## config.mk

```make
export PLATFORM = sky130hd
export DESIGN_NAME = mcs_decoder
export DESIGN_NICKNAME = d
export VERILOG_FILES = /design/src/rtl/mcs_pkg.sv /design/src/rtl/mcs_cfg_regs.sv /design/src/rtl/mcs_window_match.sv /design/src/rtl/mcs_decoder.sv
export SDC_FILE = /design/constraint.sdc
export NUM_CORES = 1
export LEC_CHECK = 0
export BUFFER_PORTS_ARGS = -buffer_cell sky130_fd_sc_hd__buf_4
export CORE_ASPECT_RATIO = 0.75
export CORE_MARGIN = 5
export CORE_UTILIZATION = 40
export CTS_BUF_LIST = sky130_fd_sc_hd__clkbuf_16
export DETAILED_ROUTE_END_ITERATION = 8
export PLACE_DENSITY = 0.7
export SLEW_MARGIN = 10
export SYNTH_ARGS = -nofsm -noshare
export SYNTH_HDL_FRONTEND = slang
export SYNTH_SLANG_ARGS = --single-unit
```

## constraint.sdc

```tcl
create_clock -name clk -period 6.2 [get_ports clk]
set_clock_uncertainty 0.2 [all_clocks]
set_input_delay 1.24 -clock clk [delete_from_list [all_inputs] [get_ports clk]]
set_output_delay 1.24 -clock clk [all_outputs]
set_load 0.02 [all_outputs]
```

## src/rtl/mcs_pkg.sv

```systemverilog
package mcs_pkg;

    // Attributes handed to the bus controller with each window access.
    typedef struct packed {
        logic       rdy_mode;
        logic [1:0] wait_cnt;
    } mcs_attr_t;

    // Field positions in the control word that the bus controller relies on.
    localparam int unsigned RDY_BIT  = 2;
    localparam int unsigned WAIT_MSB = 1;

endpackage

```

## src/rtl/mcs_cfg_regs.sv

```systemverilog
module mcs_cfg_regs
    import mcs_pkg::*;
#(
    parameter int unsigned DATA_W = 16,
    parameter int unsigned BASE_W = 7,
    parameter int unsigned CODE_W = 3
) (
    input  logic              clk,
    input  logic              rst_n,
    input  logic              wr_ctl,
    input  logic              wr_aux,
    input  logic [DATA_W-1:0] wdata,
    output logic [BASE_W-1:0] base,
    output logic [CODE_W-1:0] code,
    output mcs_attr_t         attr,
    output logic              cfg_valid
);

    localparam int unsigned BASE_LO = DATA_W - BASE_W;

    typedef struct packed {
        logic [BASE_W-1:0] base;
        logic [CODE_W-1:0] code;
        mcs_attr_t         attr;
        logic              ctl_seen;
        logic              aux_seen;
    } regs_t;

    regs_t r_d, r_q;

    always_comb begin
        r_d = r_q;
        if (wr_ctl) begin
            r_d.base          = wdata[DATA_W-1:BASE_LO];
            r_d.attr.rdy_mode = wdata[RDY_BIT];
            r_d.attr.wait_cnt = wdata[WAIT_MSB:0];
            r_d.ctl_seen      = 1'b1;
        end
        if (wr_aux) begin
            r_d.code     = wdata[CODE_W-1:0];
            r_d.aux_seen = 1'b1;
        end
    end

    // Register contents are left undefined by reset; only the write tracking clears.
    always_ff @(posedge clk or negedge rst_n) begin
        if (!rst_n) begin
            r_q.ctl_seen <= 1'b0;
            r_q.aux_seen <= 1'b0;
        end else begin
            r_q <= r_d;
        end
    end

    assign base      = r_q.base;
    assign code      = r_q.code;
    assign attr      = r_q.attr;
    assign cfg_valid = r_q.ctl_seen & r_q.aux_seen;

endmodule

```

## src/rtl/mcs_window_match.sv

```systemverilog
module mcs_window_match #(
    parameter int unsigned ADDR_W   = 20,
    parameter int unsigned BASE_LSB = 13,
    parameter int unsigned NUM_CS   = 4,
    parameter int unsigned CODE_W   = 3,
    parameter int unsigned MAX_CODE = 6
) (
    input  logic [ADDR_W-1:0]          addr,
    input  logic [ADDR_W-BASE_LSB-1:0] base,
    input  logic [CODE_W-1:0]          code,
    input  logic                       lower_en,
    output logic                       hit,
    output logic [$clog2(NUM_CS)-1:0]  idx,
    output logic                       misconfig
);

    localparam int unsigned BASE_W = ADDR_W - BASE_LSB;
    localparam int unsigned SUB_W  = $clog2(NUM_CS);
    localparam int unsigned IDX_LO = BASE_LSB - SUB_W;

    logic [BASE_W:0]     span;
    logic [BASE_W-1:0]   low_mask;
    logic [ADDR_W-1:0]   shifted;
    logic                bad_code;
    logic                bad_align;
    logic                bad_full;
    logic                bad_overlap;

    always_comb begin
        span        = (BASE_W+1)'(1) << code;
        low_mask    = BASE_W'(span - 1'b1);
        bad_code    = (code > CODE_W'(MAX_CODE));
        bad_align   = |(base & low_mask);
        bad_full    = (code == CODE_W'(MAX_CODE)) && (base != '0);
        bad_overlap = (base == '0) && lower_en;
        misconfig   = bad_code | bad_align | bad_full | bad_overlap;

        hit     = (((addr[ADDR_W-1:BASE_LSB] ^ base) & ~low_mask) == '0);
        shifted = addr >> (IDX_LO + 32'(code));
        idx     = shifted[SUB_W-1:0];
    end

endmodule

```

## src/rtl/mcs_decoder.sv

```systemverilog
module mcs_decoder
    import mcs_pkg::*;
#(
    parameter int unsigned ADDR_W   = 20,
    parameter int unsigned DATA_W   = 16,
    parameter int unsigned BASE_LSB = 13,
    parameter int unsigned NUM_CS   = 4,
    parameter int unsigned CODE_W   = 3,
    parameter int unsigned MAX_CODE = 6
) (
    input  logic              clk,
    input  logic              rst_n,
    input  logic              cfg_wr_ctl,
    input  logic              cfg_wr_aux,
    input  logic [DATA_W-1:0] cfg_wdata,
    input  logic              lower_en,
    input  logic [NUM_CS-1:0] pin_cs_mode,
    input  logic [ADDR_W-1:0] bus_addr,
    input  logic              addr_strobe,
    input  logic              ad_phase,
    output logic [NUM_CS-1:0] cs_n,
    output logic              acc_hit,
    output logic              acc_rdy_mode,
    output logic [1:0]        acc_wait,
    output logic              cfg_err
);

    localparam int unsigned BASE_W = ADDR_W - BASE_LSB;
    localparam int unsigned SUB_W  = $clog2(NUM_CS);

    logic [BASE_W-1:0] base;
    logic [CODE_W-1:0] code;
    mcs_attr_t         attr;
    logic              cfg_valid;
    logic              win_hit;
    logic [SUB_W-1:0]  win_idx;
    logic              misconfig;
    logic              cs_live;

    mcs_cfg_regs #(
        .DATA_W (DATA_W),
        .BASE_W (BASE_W),
        .CODE_W (CODE_W)
    ) u_regs (
        .clk       (clk),
        .rst_n     (rst_n),
        .wr_ctl    (cfg_wr_ctl),
        .wr_aux    (cfg_wr_aux),
        .wdata     (cfg_wdata),
        .base      (base),
        .code      (code),
        .attr      (attr),
        .cfg_valid (cfg_valid)
    );

    mcs_window_match #(
        .ADDR_W   (ADDR_W),
        .BASE_LSB (BASE_LSB),
        .NUM_CS   (NUM_CS),
        .CODE_W   (CODE_W),
        .MAX_CODE (MAX_CODE)
    ) u_match (
        .addr      (bus_addr),
        .base      (base),
        .code      (code),
        .lower_en  (lower_en),
        .hit       (win_hit),
        .idx       (win_idx),
        .misconfig (misconfig)
    );

    typedef struct packed {
        logic             hit;
        logic [SUB_W-1:0] idx;
        mcs_attr_t        attr;
    } acc_t;

    acc_t acc_d, acc_q;

    assign cs_live = cfg_valid & ~misconfig;

    always_comb begin
        acc_d = acc_q;
        if (addr_strobe) begin
            acc_d.hit  = cs_live & win_hit;
            acc_d.idx  = win_idx;
            acc_d.attr = attr;
        end
    end

    always_ff @(posedge clk or negedge rst_n) begin
        if (!rst_n) begin
            acc_q <= '0;
        end else begin
            acc_q <= acc_d;
        end
    end

    // Selects follow the later multiplexed phase, one decoder leg per pin.
    for (genvar g = 0; g < NUM_CS; g++) begin : g_cs
        assign cs_n[g] = ~(acc_q.hit && (acc_q.idx == SUB_W'(g)) && ad_phase
                           && pin_cs_mode[g] && cs_live);
    end

    assign acc_hit      = acc_q.hit;
    assign acc_rdy_mode = acc_q.hit & acc_q.attr.rdy_mode;
    assign acc_wait     = acc_q.hit ? acc_q.attr.wait_cnt : 2'b00;
    assign cfg_err      = cfg_valid & misconfig;

endmodule

```

==> metrics.md, run 1 <==
| Metric | Value |
|---|---|
| Cell count after synthesis | `112` |
| Register area share after synthesis | `47.87%` |
| Clock Sinks | `21` |
| Commonest register cell after synthesis | `edfxtp_1` |
| Endpoints failing setup | `0` |
| Layout cells sized above 1 | `33.56%` |
| Synth cell types | `38` |
| GR Overflow Total | `0` |
| Crit-path slowest cell | `edfxtp_1` |
| Slew at the pin closest to its max-slew limit | `633.9 ps` |
| GPL Wtd Cong | `0.8552` |
| Wire length of the first global-routing pass | `4623 microns` |
| Met2 Use GR | `21.59%` |
| Area share of fa/ha/maj cells after synthesis | `1.014%` |
| Worst path required time | `4760 ps` |
| Vias in the first global route | `978` |
| # diodes | `0` |
| ANT nets after route | `0` |
| Reg2reg path depth | `8` |
| # rows | `17` |
| Total net switching power | `87.16 uW` |
| Worst setup path category | `register to primary output` |
| Syn Nets | `160` |
| Synthesized area per cell | `11.02 sq um` |
| Met3 usage | `4.159%` |
| Unrepaired setup endpoints after global routing | `false` |
| Post-synthesis register bit count | `21` |
| Port Buffers | `38` |
| Netlist Area Pre-Place | `1234 sq um` |
| Via count | `995` |
| Post-synth EDFFs | `13` |
| Post-CTS resize count | `0` |
| Largest net degree at the start of global routing | `19` |
| Final Util | `54.68%` |
| CP Capture Type | `primary output` |
| Die Ht | `58.10 microns` |
| Final-layout fill cell count | `262` |
| Initial Utilization | `41.73%` |
| Gate power share | `16.7%` |
| Worst hold stages | `1` |
| Core footprint | `2957 sq um` |
| Ys Warns | `0` |
| Leakage power | `0.0006802 uW` |
| Nets | `198` |
| Max Cap Viol | `0` |
| XOR/XNOR Fraction of Synth Area | `5.680%` |
| Peak VDD IR | `0.1683 mV` |
| Max incr delay on CP | `660 ps` |
| Compound-cell area share of the yosys netlist | `10.95%` |
| Synth Area in Simple Gates | `18.26%` |
| Final Max Tran Viols | `0` |
| Remaining DRCs | `0` |
| Clock network power share | `36.5%` |
| Max Fclk | `243.0 MHz` |
| Main combinational cell family by area after synthesis | `simple AND/OR/NAND/NOR gates` |
| Layout Area Growth over Synthesis | `31.03%` |
| Worst hold path class | `register to register` |
| Vias per Instance | `5.321` |
| Busiest layer in global routing | `met2` |
| Worst Path Arrival | `2680 ps` |
| Sw Share | `23.62%` |
| Die width | `74.13 microns` |
| CP Max Fanout | `18` |
| Post-CTS repair timing setup buffer count | `0` |
| Post-layout min period | `4116 ps` |
| Asr flop ratio synth | `38.10%` |
| HPWL Detailed | `2209 microns` |
| CP cell instances | `nor2_1, nand2_1, ha_1, a21boi_0, o22ai_1, mux2i_1, and4b_4, nand4_1, buf_4` |
| CTS tree | `built` |
| CP Launch Type | `register` |
| H-tree levels | `1` |
| Rel. slew slack | `57.74%` |
| Num CTS Buffers | `3` |
| Met1 GRT Util | `19.03%` |
| Avg WL per Cell | `14.68 microns` |
| Pwr/cell area | `228.2 nW/um^2` |
| Setup TNS | `0 ps` |
| Total GRT Usage | `14.08%` |
| Detailed Route Iter0 Violations | `61` |
| Cts hold-fix bufs | `0` |
| Final Hold Violating Endpoints | `0` |
| Worst path depth | `9` |
| Bufs and invs on worst path | `1` |
| Antenna violations before repair | `0` |
| I/O pins | `56` |
| Clock transition at the registers of the reported paths | `60 ps` |
| Outcome | `complete, no violations` |
| Crit-path leading delay family | `simple AND/OR/NAND/NOR gates` |
| Drt first pass iters | `4` |
| Share of power burned in registers | `46.9%` |
| Clk Latency, worst-skew pair | `250 ps` |
| Multiplexer share of the synthesized area | `12.88%` |
| Root Buffer Master | `clkbuf_16` |
| Overall die area | `4306 sq um` |
| Internal Power | `281.8 uW` |
| Crit share post-route | `66.39%` |
| Drt total wl | `2745 microns` |
| Clock Path Buffers | `2` |
## power groups by stage
stage | combinational [uW] | sequential (uW) | clock, uW
global route | 69.0 | 175 | 142
floorplan | 41.7 | 169 | 0
finish | 61.5 | 173 | 135
CTS | 62.1 | 173 | 137
detailed placement | 61.8 | 175 | 0
global placement | 60.3 | 175 | 0
## registers in the layout (all words and copies together) (netlist names)
register,cells
u_regs.code,3
u_regs.r_q,2
acc_hit,1
acc_q,5
u_regs.base,7
u_regs.attr,3
## per-stage QoR
stage          hold WS [ps]  power (uW)  setup WS, ps  instances  instance area (sq um)
6_report              276.5       369.0          2084        187                   1617
5_1_grt               308.3       385.8          1833        187                   1617
4_1_cts               279.0       372.3          2101        187                   1617
3_5_place_dp          263.5       237.3          2372        183                   1536
3_3_place_gp          259.6       235.4          2445        183                   1536
2_1_floorplan         253.9       210.6          2754        112                   1234
## metal layers
metal	vias up	share of wire (%)	routed length, microns
met2	27	48	1331
met3	5	5.5	151
met5	-	0	0
li1	492	-	-
met1	471	45	1227
met4	0	1.3	35
## final timing paths
kind | startpoint | endpoint | slack, ps
max | u_regs.code[1]$_DFFE_PP_ | cs_n[0] | 2080
min | u_regs.attr[1]$_DFFE_PP_ | acc_q[1]$_DFFE_PN0P_ | 280
max reg2reg | u_regs.code[1]$_DFFE_PP_ | acc_hit$_DFFE_PN0P_ | 3620
min reg2reg | u_regs.attr[1]$_DFFE_PP_ | acc_q[1]$_DFFE_PN0P_ | 280
max in group asynchronous | rst_n | u_regs.r_q[1]$_DFFE_PN0P_ | 5070
min in group asynchronous | rst_n | u_regs.r_q[0]$_DFFE_PN0P_ | 600
## synth_stat cells (2+ instances only)
library cell,number,area [sq um]
nand3_1,5,25.02
inv_1,3,11.26
nand4_1,2,12.51
nand2b_1,2,12.51
nor3_1,2,10.01
mux2_2,3,33.78
mux2i_1,8,80.08
xnor2_1,4,35.03
buf_2,3,15.01
o21ai_0,3,15.01
dfrtp_1,8,200.2
nand2_1,6,22.52
edfxtp_1,13,390.4
or2_2,2,12.51
xor2_1,4,35.03
a21oi_1,6,30.03
mux4_2,2,45.04
and2_1,6,37.54
nor2_1,8,30.03
o22ai_1,4,25.02
## final cells by class
type	instances	area, sq um	area share (%)
multi-input cells	83	601.8	37.23
well taps	38	47.55	2.941
repair buffers	38	285.3	17.65
flip-flops and latches	21	590.6	36.53
clock buffers	3	75.07	4.644
clock inverters	1	5.005	0.3096
inverters	3	11.26	0.6966
## cells in the final DEF, fill, tap and decap left out, types with 2 or more instances in the layout
master	instances
mux4_2	2
a21oi_1	6
nand4_1	2
dfrtp_1	8
nand3_1	5
clkbuf_16	3
nor2_1	8
xnor2_1	4
buf_4	38
nand2b_1	2
o22ai_1	4
inv_1	3
nor3_1	2
o21ai_0	3
mux2i_1	8
mux2_2	3
or2_2	2
and2_1	6
xor2_1	4
nand2_1	6
edfxtp_1	13
## cell families after synthesis
logic type / count (synthesis)
simple gates: 40
compound gates: 21
mux: 13
flops: 21
xor+xnor: 8
fa+ha+maj: 1
buf+inv: 8
(Power assumes the default switching activity.)
==> run 2: changes to the inputs <==
--- a/config.mk
+++ b/config.mk
@@ -11,7 +11,7 @@
 export CORE_UTILIZATION = 40
 export CTS_BUF_LIST = sky130_fd_sc_hd__clkbuf_16
 export DETAILED_ROUTE_END_ITERATION = 8
-export PLACE_DENSITY = 0.7
+export PLACE_DENSITY = 0.73
 export SLEW_MARGIN = 10
 export SYNTH_ARGS = -nofsm -noshare
 export SYNTH_HDL_FRONTEND = slang
==> constraint.sdc (replaced) <==
create_clock -name clk -period 3.6 [get_ports clk]
set_clock_uncertainty 0.2 [all_clocks]
set_input_delay 0.72 -clock clk [delete_from_list [all_inputs] [get_ports clk]]
set_output_delay 0.72 -clock clk [all_outputs]
set_load 0.02 [all_outputs]
==> run 2 against run 1 <==
Against the previous run:
- worst hold slack worse by 200 ps
- setup slack worse by 1900 ps
- clock power up 73%
- highest routed layer unchanged
==> metrics.md, run 2 (same netlist as run 1, synthesis figures left out) <==
| Metric | Value |
|---|---|
| Outcome | `complete, no violations` |
| Leakage power | `0.0006860 uW` |
| CP Capture Type | `primary output` |
| Final WS setup | `189.1 ps` |
| ANT nets after route | `0` |
| Non-Filler Instances | `189` |
| # diodes | `0` |
| Max Cap Viol | `0` |
| Total GRT Usage | `14.34%` |
| Remaining DRCs | `0` |
| Die Ht | `58.10 microns` |
| Largest net degree at the start of global routing | `18` |
| Root Buffer Master | `clkbuf_16` |
| Setup WS pre-CTS | `475.6 ps` |
| Endpoints failing setup | `0` |
| Rel. slew slack | `72.21%` |
| Clock Path Buffers | `2` |
| CP Max Fanout | `9` |
| Clk Latency, worst-skew pair | `250 ps` |
| Most common cell after layout, fill and taps aside | `buf_4` |
| Most frequent cells in the layout | `buf_4 (40), edfxtp_1 (13), nor2_1 (8), mux2i_1 (8), dfrtp_1 (8)` |
| Layout cells sized above 1 | `34.44%` |
| Layout Area Growth over Synthesis | `32.45%` |
| Post-CTS resize count | `0` |
| Max Fclk | `293.2 MHz` |
| Slew at the pin closest to its max-slew limit | `416.8 ps` |
| Core footprint | `2957 sq um` |
| Drt first pass iters | `4` |
| HPWL Detailed | `2339 microns` |
| Die width | `74.13 microns` |
| Wire length of the first global-routing pass | `4705 microns` |
| Crit share post-route | `94.75%` |
| Unrepaired setup endpoints after global routing | `false` |
| Vias per Instance | `5.392` |
| CTS tree | `built` |
| Final Hold Violating Endpoints | `0` |
| Drt total wl | `2863 microns` |
| Clock Sinks | `21` |
| Worst path required time | `2680 ps` |
| Cts hold-fix bufs | `0` |
| Tot Pwr | `640.6 uW` |
| Worst hold path class | `input port to async pin` |
| Overall die area | `4306 sq um` |
| Clock transition at the registers of the reported paths | `60 ps` |
| Num CTS Buffers | `3` |
| # rows | `17` |
| Worst Path Arrival | `2490 ps` |
| CP Launch Type | `register` |
| Max reg flops | `7` |
| Avg WL per Cell | `15.15 microns` |
| Peak VDD IR | `0.2609 mV` |
| Post-layout min period | `3411 ps` |
| Port Buffers | `38` |
| I/O pins | `56` |
| GR Overflow Total | `0` |
| Worst setup path category | `register to primary output` |
| H-tree levels | `1` |
| Via count | `1019` |
| Nets | `200` |
| Setup TNS | `0 ps` |
| Post-CTS repair timing setup buffer count | `0` |
| Pwr/cell area | `392.0 nW/um^2` |
| Final Max Tran Viols | `0` |
| Initial Utilization | `41.73%` |
| Vias in the first global route | `1011` |
| Antenna violations before repair | `0` |
| GPL Wtd Cong | `0.8229` |
| Post-placement cell count | `185` |
| Detailed Route Iter0 Violations | `41` |
[run 2: per-layer routing]
metal	global-route usage (%)	share of wire [%]
met1	18.90	44
met2	22.73	48
met3	4.159	7.5
met4	4.393	0.38
met5	0	0
[run 2: metrics by stage]
step                      cell area, sq um  hold WS [ps]  util (%)
after floorplan                       1234         224.4         -
after global placement                1551         276.6     52.48
after detailed placement              1551         284.9     52.48
after CTS                             1634         80.50     55.27
after global routing                  1634         79.97     55.27
final                                 1634         79.73     55.27
[run 2: worst paths after layout]
path / start / end / slack, ps / depth (start not counted)
worst max-delay path: u_regs.code[0]$_DFFE_PP_ / cs_n[0] / 190 / 9
worst min-delay path: rst_n / u_regs.r_q[1]$_DFFE_PN0P_ / 80 / 1
worst max register to register: u_regs.code[0]$_DFFE_PP_ / acc_hit$_DFFE_PN0P_ / 1220 / 8
worst min register to register: u_regs.attr[2]$_DFFE_PP_ / acc_q[2]$_DFFE_PN0P_ / 300 / 1
max in group asynchronous: rst_n / acc_q[4]$_DFFE_PN0P_ / 2980 / 1
min in group clk: u_regs.attr[2]$_DFFE_PP_ / acc_q[2]$_DFFE_PN0P_ / 300 / 1
[run 2: critical path, stage by stage, from the launching register on]
cell      delay (ps)
edfxtp_1         550
inv_1            160
nand2_1           90
ha_1             280
a21boi_0         230
o22ai_1          110
mux2i_1          220
and4b_4          310
nand4_1          100
buf_4            180
[run 2: power breakdown]
| group | total (uW) | internal, uW | switching [uW] | leakage, uW |
|---|---|---|---|---|
| registers | 293 | 276 | 16.3 | 0.000211 |
| clock network | 233 | 150 | 83.0 | 0.0000371 |
| logic | 115 | 61.7 | 53.3 | 0.000438 |
[run 2: final cells by class]
| class | count | area, sq um |
|---|---|---|
| fillers | 261 | 1323 |
| multi-input cells | 83 | 601.8 |
| flip-flops and latches | 21 | 590.6 |
| repair buffers | 40 | 300.3 |
| clock buffers | 3 | 75.07 |
| well taps | 38 | 47.55 |
| inverters | 3 | 11.26 |
| clock inverters | 1 | 7.507 |
==> run 3: changes to the inputs <==
--- a/config.mk
+++ b/config.mk
@@ -5,13 +5,13 @@
 export SDC_FILE = /design/constraint.sdc
 export NUM_CORES = 1
 export LEC_CHECK = 0
-export BUFFER_PORTS_ARGS = -buffer_cell sky130_fd_sc_hd__buf_4
 export CORE_ASPECT_RATIO = 0.75
 export CORE_MARGIN = 5
 export CORE_UTILIZATION = 40
 export CTS_BUF_LIST = sky130_fd_sc_hd__clkbuf_16
+export CTS_CLUSTER_SIZE = 12
 export DETAILED_ROUTE_END_ITERATION = 8
-export PLACE_DENSITY = 0.73
+export DONT_BUFFER_PORTS = 1
 export SLEW_MARGIN = 10
 export SYNTH_ARGS = -nofsm -noshare
 export SYNTH_HDL_FRONTEND = slang
==> run 3 against run 2 <==
Against the previous run:
- largest cell class unchanged
- setup slack better by 3.7 ps
- fmax grew 0.11%
- via count is 11% lower
- non-clock buffer count is 37 lower
- clock-buffer cell count unchanged
- largest power group unchanged
- global-route usage rose by 0.052 points
- worst hold slack improved by 200 ps
- critical path type unchanged
- cell count is 20% lower
==> metrics.md, run 3 (same netlist as run 1, synthesis figures left out) <==
| Metric | Value |
|---|---|
| Outcome | `complete, no violations` |
| Post-CTS resize count | `0` |
| Core footprint | `2957 sq um` |
| Final-layout fill cell count | `277` |
| Post-CTS repair timing setup buffer count | `0` |
| Total net switching power | `143.9 uW` |
| Max reg flops | `7` |
| Cts hold-fix bufs | `1` |
| Reg2reg path depth | `8` |
| Rel. slew slack | `58.28%` |
| Slew at the pin closest to its max-slew limit | `617.6 ps` |
| Initial Utilization | `41.73%` |
| Most frequent cells in the layout | `edfxtp_1 (13), nor2_1 (8), mux2i_1 (8), dfrtp_1 (8)` |
| Crit share post-route | `94.65%` |
| Overall die area | `4306 sq um` |
| CP cell instances | `inv_1, nand2_1, ha_1, a21boi_0, o22ai_1, mux2i_1, and4b_4, nand4_1` |
| Sw Share | `23.60%` |
| Clock transition at the registers of the reported paths | `60 ps` |
| Largest net degree at the start of global routing | `18` |
| Clk Latency, worst-skew pair | `250 ps` |
| Worst hold path class | `register to register` |
| Clock Path Buffers | `2` |
| CTS tree | `built` |
| Port Buffers | `0` |
| Post-layout min period | `3407 ps` |
| Antenna violations before repair | `0` |
| Launch point of the worst reg-to-reg path | `u_regs.code[0]$_DFFE_PP_` |
| Root Buffer Master | `clkbuf_16` |
| Avg WL per Cell | `19.05 microns` |
| Post-placement cell count | `147` |
| Vias in the first global route | `893` |
| I/O pins | `56` |
| CP Capture Type | `primary output` |
| ANT nets after route | `0` |
| Detailed Route Iter0 Violations | `70` |
| Worst setup path category | `register to primary output` |
| Unrepaired setup endpoints after global routing | `false` |
| Most common cell after layout, fill and taps aside | `edfxtp_1` |
| Worst flop-to-flop path endpoint | `acc_hit$_DFFE_PN0P_` |
| Multi-input gate area | `601.8 sq um` |
| Num CTS Buffers | `3` |
| GPL Wtd Cong | `0.8164` |
| Final Max Tran Viols | `0` |
| Setup TNS | `0 ps` |
| Layout cells sized above 1 | `12.28%` |
| Total GRT Usage | `14.39%` |
| Via count | `907` |
| End point of the critical path | `cs_n[0]` |
| Max Fclk | `293.5 MHz` |
| Gate power share | `13.7%` |
| # rows | `17` |
| Clock Sinks | `21` |
| Layout Area Growth over Synthesis | `9.939%` |
| Drt total wl | `2895 microns` |
| Leakage power | `0.0005119 uW` |
| Non-Filler Instances | `152` |
| Flop2flop setup slack | `1210 ps` |
| Final Hold Violating Endpoints | `0` |
| Die Ht | `58.10 microns` |
| Internal Power | `465.8 uW` |
| Wire length of the first global-routing pass | `4540 microns` |
| Pwr/cell area | `449.6 nW/um^2` |
| Final Util | `45.87%` |
| Remaining DRCs | `0` |
| Worst hold stages | `1` |
| Clock network power share | `38.3%` |
| GR Overflow Total | `0` |
| Worst setup startpoint | `u_regs.code[0]$_DFFE_PP_` |
| Vias per Instance | `5.967` |
| HPWL Detailed | `2279 microns` |
| Share of power burned in registers | `48.0%` |
| Crit-path slowest cell | `edfxtp_1` |
| Register area | `590.6 sq um` |
| CP Launch Type | `register` |
| Worst Path Arrival | `2490 ps` |
| CP Max Fanout | `9` |
| Peak VDD IR | `0.2453 mV` |
| Worst path required time | `2680 ps` |
| Nets | `163` |
| Endpoints failing setup | `0` |
| Drt first pass iters | `4` |
| Design area | `1356 sq um` |
| # diodes | `0` |
| Die width | `74.13 microns` |
| Max Cap Viol | `0` |
| Max incr delay on CP | `570 ps` |
| Area post-placement | `1266 sq um` |
| H-tree levels | `1` |
[run 3: cell count changes in the layout (fill, tap and decap cells not counted), sizes merged]
cell	delta
buf	-38
clkinv	+1
clkinvlp	-1
dlygate4sd3	+1
[run 3: power by group through the flow]
stage | clock [uW] | combinational (uW) | sequential [uW]
floorplan | 0 | 71.8 | 291
global placement | 0 | 78.6 | 296
detailed placement | 0 | 81.2 | 297
CTS | 235 | 84.2 | 293
global route | 250 | 92.8 | 295
finish | 233 | 83.6 | 293
[run 3: worst max-delay path, delay by kind of cell, from the launching register on]
family | cells | cell delay, ps
flops | 1 | 570
buf+inv | 1 | 190
fa+ha+maj | 1 | 290
compound gates | 2 | 310
simple gates | 3 | 670
mux | 1 | 210
[run 3: metal layers]
layer,global-route usage [%],vias to the layer above,share of wire (%)
li1,-,420,-
met1,19.72,446,43
met2,20.45,36,46
met3,4.679,5,9.4
met4,6.718,0,1.8
met5,0,-,0
[run 3: stage by stage]
step	total power (uW)	hold WS (ps)	worst slack (ps)
final	609.8	282.3	192.7
after global routing	637.9	307.4	23.54
after CTS	612.1	282.1	175.1
after detailed placement	378.5	224.7	461.2
after global placement	374.8	224.7	554.7
after floorplan	362.7	224.4	674.1
[run 3: worst min path at each step]
stage | from | slack [ps] | end
final | u_regs.attr[1]$_DFFE_PP_ | 280 | acc_q[1]$_DFFE_PN0P_
after global routing | u_regs.attr[1]$_DFFE_PP_ | 310 | acc_q[1]$_DFFE_PN0P_
after CTS | u_regs.attr[1]$_DFFE_PP_ | 280 | acc_q[1]$_DFFE_PN0P_
after detailed placement | rst_n | 220 | acc_q[3]$_DFFE_PN0P_
after global placement | rst_n | 220 | acc_q[3]$_DFFE_PN0P_
after floorplan | rst_n | 220 | acc_hit$_DFFE_PN0P_
[run 3: layout make-up]
class / instances / share of cell area [%]
clock buffers: 3 / 5.535
clock inverters: 1 / 0.3690
inverters: 3 / 0.8303
multi-input cells: 83 / 44.37
flip-flops and latches: 21 / 43.54
well taps: 38 / 3.506
repair buffers: 3 / 1.845
